<file path="src/rtl/xdp_pkg.sv">
`timescale 1ns/1ps
package xdp_pkg;
    localparam int CTRL_W   = 32;
    localparam int MODE_LSB = 28;
    localparam int IOD_BIT  = 27;
    localparam int CNT_LSB  = 22;
    localparam int CNT_W    = 4;
    localparam int PEN_BIT  = 17;

    localparam logic [3:0] MODE_NOP    = 4'd0;
    localparam logic [3:0] MODE_COPY   = 4'd1;
    localparam logic [3:0] MODE_PARITY = 4'd6;

    typedef enum logic [1:0] {
        ST_OK     = 2'b00,
        ST_BADCFG = 2'b01,
        ST_UNSUP  = 2'b10
    } status_t;

    typedef enum logic [1:0] {
        K_NONE,
        K_MOVE,
        K_BAD,
        K_UNSUP
    } kind_t;

    typedef enum logic [1:0] {
        S_IDLE,
        S_GATHER,
        S_OFFER,
        S_REPORT
    } state_t;
endpackage

</file>
<file path="src/rtl/xdp_decode.sv">
`timescale 1ns/1ps
module xdp_decode
    import xdp_pkg::*;
#(
    parameter int MAX_SRC = 8
) (
    input  logic [CTRL_W-1:0] ctrl,
    output kind_t             kind,
    output logic [CNT_W-1:0]  nsrc,
    output logic              irq
);
    logic [3:0]       mode;
    logic [CNT_W-1:0] cnt;
    logic             pen;
    logic             unused_bits;

    assign mode        = ctrl[MODE_LSB +: 4];
    assign cnt         = ctrl[CNT_LSB +: CNT_W];
    assign pen         = ctrl[PEN_BIT];
    assign irq         = ctrl[IOD_BIT];
    assign unused_bits = ^{ctrl[26], ctrl[21:18], ctrl[16:0]};

    always_comb begin
        kind = K_UNSUP;
        nsrc = '0;
        unique case (mode)
            MODE_NOP:  kind = K_NONE;
            MODE_COPY: begin
                kind = K_MOVE;
                nsrc = CNT_W'(1);
            end
            MODE_PARITY: begin
                if (pen && cnt != '0 && int'(cnt) <= MAX_SRC) begin
                    kind = K_MOVE;
                    nsrc = cnt;
                end else begin
                    kind = K_BAD;
                end
            end
            default: kind = K_UNSUP;
        endcase
    end
endmodule

</file>
<file path="src/rtl/xdp_len_map.sv">
`timescale 1ns/1ps
module xdp_len_map #(
    parameter int LEN_W = 16,
    parameter int BYTES = 4
) (
    input  logic [LEN_W-1:0] len,
    output logic [LEN_W-1:0] words,
    output logic [BYTES-1:0] tail
);
    localparam int OFS = $clog2(BYTES);

    logic [OFS-1:0] rem;
    assign rem   = len[OFS-1:0];
    assign words = (len >> OFS) + LEN_W'(rem != '0);

    for (genvar b = 0; b < BYTES; b++) begin : g_tail
        assign tail[b] = (rem == '0) || (OFS'(b) < rem);
    end
endmodule

</file>
<file path="src/rtl/xor_dma_core.sv">
`timescale 1ns/1ps
module xor_dma_core
    import xdp_pkg::*;
#(
    parameter int DATA_W  = 32,
    parameter int MAX_SRC = 8,
    parameter int LEN_W   = 16
) (
    input  logic                      clk,
    input  logic                      rst_n,
    input  logic                      cmd_valid,
    output logic                      cmd_ready,
    input  logic [31:0]               cmd_ctrl,
    input  logic [LEN_W-1:0]          cmd_len,
    input  logic [MAX_SRC-1:0]        src_valid,
    input  logic [MAX_SRC*DATA_W-1:0] src_data,
    output logic [MAX_SRC-1:0]        src_ready,
    output logic                      dst_valid,
    output logic [DATA_W-1:0]         dst_data,
    output logic [DATA_W/8-1:0]       dst_strb,
    output logic                      dst_last,
    input  logic                      dst_ready,
    output logic                      done_pulse,
    output logic                      done_irq,
    output logic [1:0]                done_status
);
    localparam int BYTES = DATA_W / 8;

    kind_t            dec_kind;
    logic [CNT_W-1:0] dec_nsrc;
    logic             dec_irq;
    logic [LEN_W-1:0] map_words;
    logic [BYTES-1:0] map_tail;

    xdp_decode #(.MAX_SRC(MAX_SRC)) u_dec (
        .ctrl (cmd_ctrl),
        .kind (dec_kind),
        .nsrc (dec_nsrc),
        .irq  (dec_irq)
    );

    xdp_len_map #(.LEN_W(LEN_W), .BYTES(BYTES)) u_len (
        .len   (cmd_len),
        .words (map_words),
        .tail  (map_tail)
    );

    state_t           state_q, state_d;
    logic [DATA_W-1:0] acc_q;
    logic [CNT_W-1:0] idx_q, nsrc_q;
    logic [LEN_W-1:0] left_q;
    logic [BYTES-1:0] tail_q;
    logic             irq_q;
    status_t          stat_q;

    logic [DATA_W-1:0] sel_word;
    logic              src_hit, idx_last, accept;

    for (genvar s = 0; s < MAX_SRC; s++) begin : g_req
        assign src_ready[s] = (state_q == S_GATHER) && (idx_q == CNT_W'(s));
    end

    always_comb begin
        sel_word = '0;
        for (int s = 0; s < MAX_SRC; s++) begin
            if (idx_q == CNT_W'(s)) sel_word = src_data[s*DATA_W +: DATA_W];
        end
    end

    assign src_hit  = |(src_valid & src_ready);
    assign idx_last = (idx_q + CNT_W'(1)) == nsrc_q;
    assign accept   = (state_q == S_IDLE) && cmd_valid;

    // next-state logic
    always_comb begin
        state_d = state_q;
        unique case (state_q)
            S_IDLE: if (cmd_valid) begin
                if (dec_kind == K_MOVE && map_words != '0) state_d = S_GATHER;
                else                                       state_d = S_REPORT;
            end
            S_GATHER: if (src_hit && idx_last) state_d = S_OFFER;
            S_OFFER:  if (dst_ready) state_d = (left_q == LEN_W'(1)) ? S_REPORT : S_GATHER;
            S_REPORT: state_d = S_IDLE;
        endcase
    end

    // state and job registers
    always_ff @(posedge clk) begin
        if (!rst_n) begin
            state_q <= S_IDLE;
            acc_q   <= '0;
            idx_q   <= '0;
            nsrc_q  <= '0;
            left_q  <= '0;
            tail_q  <= '0;
            irq_q   <= 1'b0;
            stat_q  <= ST_OK;
        end else begin
            state_q <= state_d;
            if (accept) begin
                irq_q  <= dec_irq;
                nsrc_q <= dec_nsrc;
                left_q <= map_words;
                tail_q <= map_tail;
                idx_q  <= '0;
                stat_q <= (dec_kind == K_BAD)   ? ST_BADCFG :
                          (dec_kind == K_UNSUP) ? ST_UNSUP  : ST_OK;
            end
            if (src_hit) begin
                acc_q <= (idx_q == '0) ? sel_word : (acc_q ^ sel_word);
                idx_q <= idx_last ? '0 : idx_q + CNT_W'(1);
            end
            if (state_q == S_OFFER && dst_ready) left_q <= left_q - LEN_W'(1);
        end
    end

    // outputs
    always_comb begin
        cmd_ready   = (state_q == S_IDLE);
        dst_valid   = (state_q == S_OFFER);
        dst_data    = acc_q;
        dst_last    = dst_valid && (left_q == LEN_W'(1));
        dst_strb    = dst_last ? tail_q : '1;
        done_pulse  = (state_q == S_REPORT);
        done_irq    = done_pulse && irq_q;
        done_status = done_pulse ? stat_q : ST_OK;
    end
endmodule

</file>
<file path="config.mk">
export PLATFORM = sky130hd
export DESIGN_NAME = xor_dma_core
export DESIGN_NICKNAME = d
export VERILOG_FILES = /design/src/rtl/xdp_pkg.sv /design/src/rtl/xdp_decode.sv /design/src/rtl/xdp_len_map.sv /design/src/rtl/xor_dma_core.sv
export SDC_FILE = /design/constraint.sdc
export NUM_CORES = 1
export LEC_CHECK = 0
export ABC_AREA = 0
export BUFFER_PORTS_ARGS = -buffer_cell sky130_fd_sc_hd__buf_2
export CORE_AREA = 2 2 145 147
export DETAILED_ROUTE_END_ITERATION = 8
export DIE_AREA = 0 0 147 149
export GPL_TIMING_DRIVEN = 0
export MAX_ROUTING_LAYER = met4
export PLACE_DENSITY_LB_ADDON = 0.05
export SLEW_MARGIN = 40
export SYNTH_ARGS = -nofsm -noshare
export SYNTH_HDL_FRONTEND = slang
export SYNTH_SLANG_ARGS = --single-unit
</file>
<file path="constraint.sdc">
create_clock -name clk -period 6.1 [get_ports clk]
set_input_delay 0 -clock clk [delete_from_list [all_inputs] [get_ports clk]]
set_output_delay 0 -clock clk [all_outputs]
set_load 0.02 [all_outputs]
</file>
==> metrics <==
status=completed; CP Class=register to register; clock latency on the worst-skew pair=0.33 ns; total wirelength of the detailed-routed design=32200 microns; Resized Gates After CTS=0; final number of hold-violating endpoints=0; share of final-layout standard cells stronger than drive strength 1=30.2%; clock tree from TritonCTS=yes; vertical extent of the die=149 microns; Post-Synth Simple-Gate Area=28.1%; commonest cells after routing, fill and taps aside=buf_2, clkbuf_1, nand3_1; Fmax achieved=0.307 GHz; number of buffer cells added on primary ports=340; global-route wire length before repair=47900 microns; count of pins over their slew limit=0; dominant register cell in the synthesized netlist=dfxtp_1; xor/xnor share of the synthesized area=2.97%; synthesized area divided by synthesized cell count=7.07 sq um; routed wire length per instance=21.1 microns; Crit path buffers/inverters=3; largest net degree at the start of global routing=12; antenna violations before repair=13; I/O pin count=367; most frequent standard cell in the layout excluding fill and tap cells=buf_2; mux contribution to synthesized area=0.323%; Post-CTS Repair Setup Buffers=0; Post-Syn Area=0.00619 sq mm; number of vias per cell after detailed routing=5.56; area inside the core boundary=0.0206 sq mm; crit share post-route=53.4%; TritonCTS Sinks=65; Worst-Margin Slew=0.713 ns; startpoint type of the worst setup path=register; clock edge transition at the registers on the reported setup and hold paths=0.06 ns; nets in the synthesized netlist=1202; Yosys reg bits=65; Net count, final=1561; synthesized instance count=876; aggregate global routing overflow=0; sequential share of the synthesized area=21.0%; CP Launch Point=idx_q[0]$_SDFFE_PN0P_; GRT Resource Usage Total=29.1%; Yosys warning total=0; setup repair after global routing missed its margin=no; critical path cell sequence=ha_1 > clkbuf_1 > clkinv_1 > clkbuf_1 > o221ai_1 > o22ai_1 > a221oi_1 > or3_1 > nand3_1; Syn-to-layout area delta=39.1%; cell accounting for the most synthesized area=dfxtp_1; Worst path max stage delay=0.55 ns; number of buffers added by the clock tree synthesis step=9; post-detailed-route DRC marker count=0; final critical-path required period=3.26 ns; initial core utilization=30.1%; post-detail-place hpwl=26400 microns; cell occurring most often along the worst timing path=clkbuf_1; count of TritonRoute iterations in the first routing pass=5; tightest slew margin relative to the limit=52.4%; biggest area contributors in the synthesized netlist=dfxtp_1, a221oi_1, nand3_1; type of the worst min-delay path=primary input to register; hold-fix buffers at CTS=7; worst clock skew on the final layout=0.00908 ns; top-area cell type share of the netlist area=21.0%; fraction of the mapped netlist area in adder cells=2.02%; cell at the root of the clock tree=clkbuf_16; hold_sp=cmd_valid; Finish-stage setup viols=0; Async SR Flop Fraction=0%; unique cell type count in the Yosys netlist=53; H-tree depth=3; power per unit of standard cell area=189 mW/mm^2; number of cells on the worst hold path=3; endpoint class of the critical path=register; number of flops mapped to enable cells by yosys=0; gp weighted congestion=0.943; kind of cell with the highest combined delay on the critical path=buffers and inverters; Chip Width=147 microns; vias in the first global route=8176; data arrival time of the worst path=3.47 ns; Critical R2R Launch=idx_q[0]$_SDFFE_PN0P_; static leakage power=3.59 nW; final design instance area without fill=0.00861 sq mm; complex-gate fraction of the synthesized area=38.6%; worst reg2reg path depth=9; Slowest-stage cell, CP=a221oi_1; combinational family with the most area after synthesis=compound AO/OA/AOI/OAI gates; via count=8499; number of violations reported at the end of detailed-routing iteration 0=468; Antenna Violating Nets Remaining=0; Max-Cap Viols=0; VDD IR max=0.107 mV; clk buf depth=2; die area=0.0219 sq mm; standard-cell rows=53; instance count on the critical path=9; critical path data required time=6.31 ns; final-layout setup total negative slack=0 ns; dpl cell area=0.00824 sq mm; highest fanout seen on the critical path=10
final cells by class:
type | count | area [sq um]
clock inverter | 6 | 35.0
fill | 2274 | 11900
timing repair buffer | 348 | 1780
buffer | 100 | 388
inverter | 11 | 42.5
clock buffer | 10 | 229
tap | 275 | 344
sequential | 65 | 1300
antenna | 13 | 32.5
multi-input combinational | 700 | 4460
report_power, final:
part           internal, mW  switching, mW
sequential            0.475         0.0517
combinational         0.261          0.376
clock                 0.272          0.196
path summary, 6_finish.rpt:
kind | end | slack [ns]
worst max register to register | dst_data[31]$_SDFFE_PN0P_ | 2.84
worst min-delay path | state_q[1]$_SDFFE_PN0P_ | 0.02
worst min register to register | tail_q[0]$_SDFFE_PN0P_ | 0.46
worst max-delay path | dst_data[31]$_SDFFE_PN0P_ | 2.84
worst min-delay path, cell delays in order:
cell      delay (ns)
buf_2           0.10
o31ai_1         0.07
a211oi_2        0.13
synthesized netlist by cell type, types with 4 or more instances:
cell type and instances:
a221oi_1 66, nor2b_1 37, o211ai_1 36, inv_1 9
dfxtp_1 65, nand4_1 5, ha_1 10, o22ai_1 33
or2_2 7, buf_1 5, nand3_1 77, a21boi_0 11
a21oi_1 40, a22oi_1 4, nor3_1 16, xor2_1 8
and3_1 16, nor2_1 52, and2_1 5, o2111ai_1 32
or3_1 34, o21a_1 9, clkbuf_1 90, xnor2_1 13
nand2_1 68, buf_2 4, o21ai_0 46, nor4_1 5
o221ai_1 32
logic make-up (layout without fill, tap and decap cells):
family,count (synthesis),in the layout
other,0,13
and+or+nand+nor,339,339
muxes,2,2
buffers and inverters,111,475
DFF,65,65
AOI/OAI and AO/OA,328,328
adders and majority gates,10,10
xor gates and xnor gates,21,21
flip-flops by register name, indices dropped and copies added, names as in the netlist:
register	count
stat_q	2
left_q	16
state_q	2
irq_q	1
dst_data	32
idx_q	4
nsrc_q	4
tail_q	4
per-layer routing:
metal  wire [microns]  up-vias  track usage (%)
met5                0        -                -
met4              921        0             8.51
met3             2250       41             5.93
met2            15600      322             50.1
met1            13400     3975             34.6
li1                 -     4161                -
metrics by stage:
step / power, mW / std cells / hold slack (ns) / worst slack (ns) / utilization (%)
2_1_floorplan: 0.890 / 876 / 0.145 / 3.85 / -
3_3_place_gp: 1.16 / 1491 / 0.264 / 2.94 / 40.1
3_5_place_dp: 1.16 / 1492 / 0.266 / 2.88 / 40.1
4_1_cts: 1.64 / 1515 / 0.0110 / 2.87 / 41.7
5_1_grt: 1.73 / 1528 / 0.0256 / 2.61 / 41.9
6_report: 1.63 / 1528 / 0.0205 / 2.84 / 41.9
Note: power is estimated with default switching activity, not from simulation.
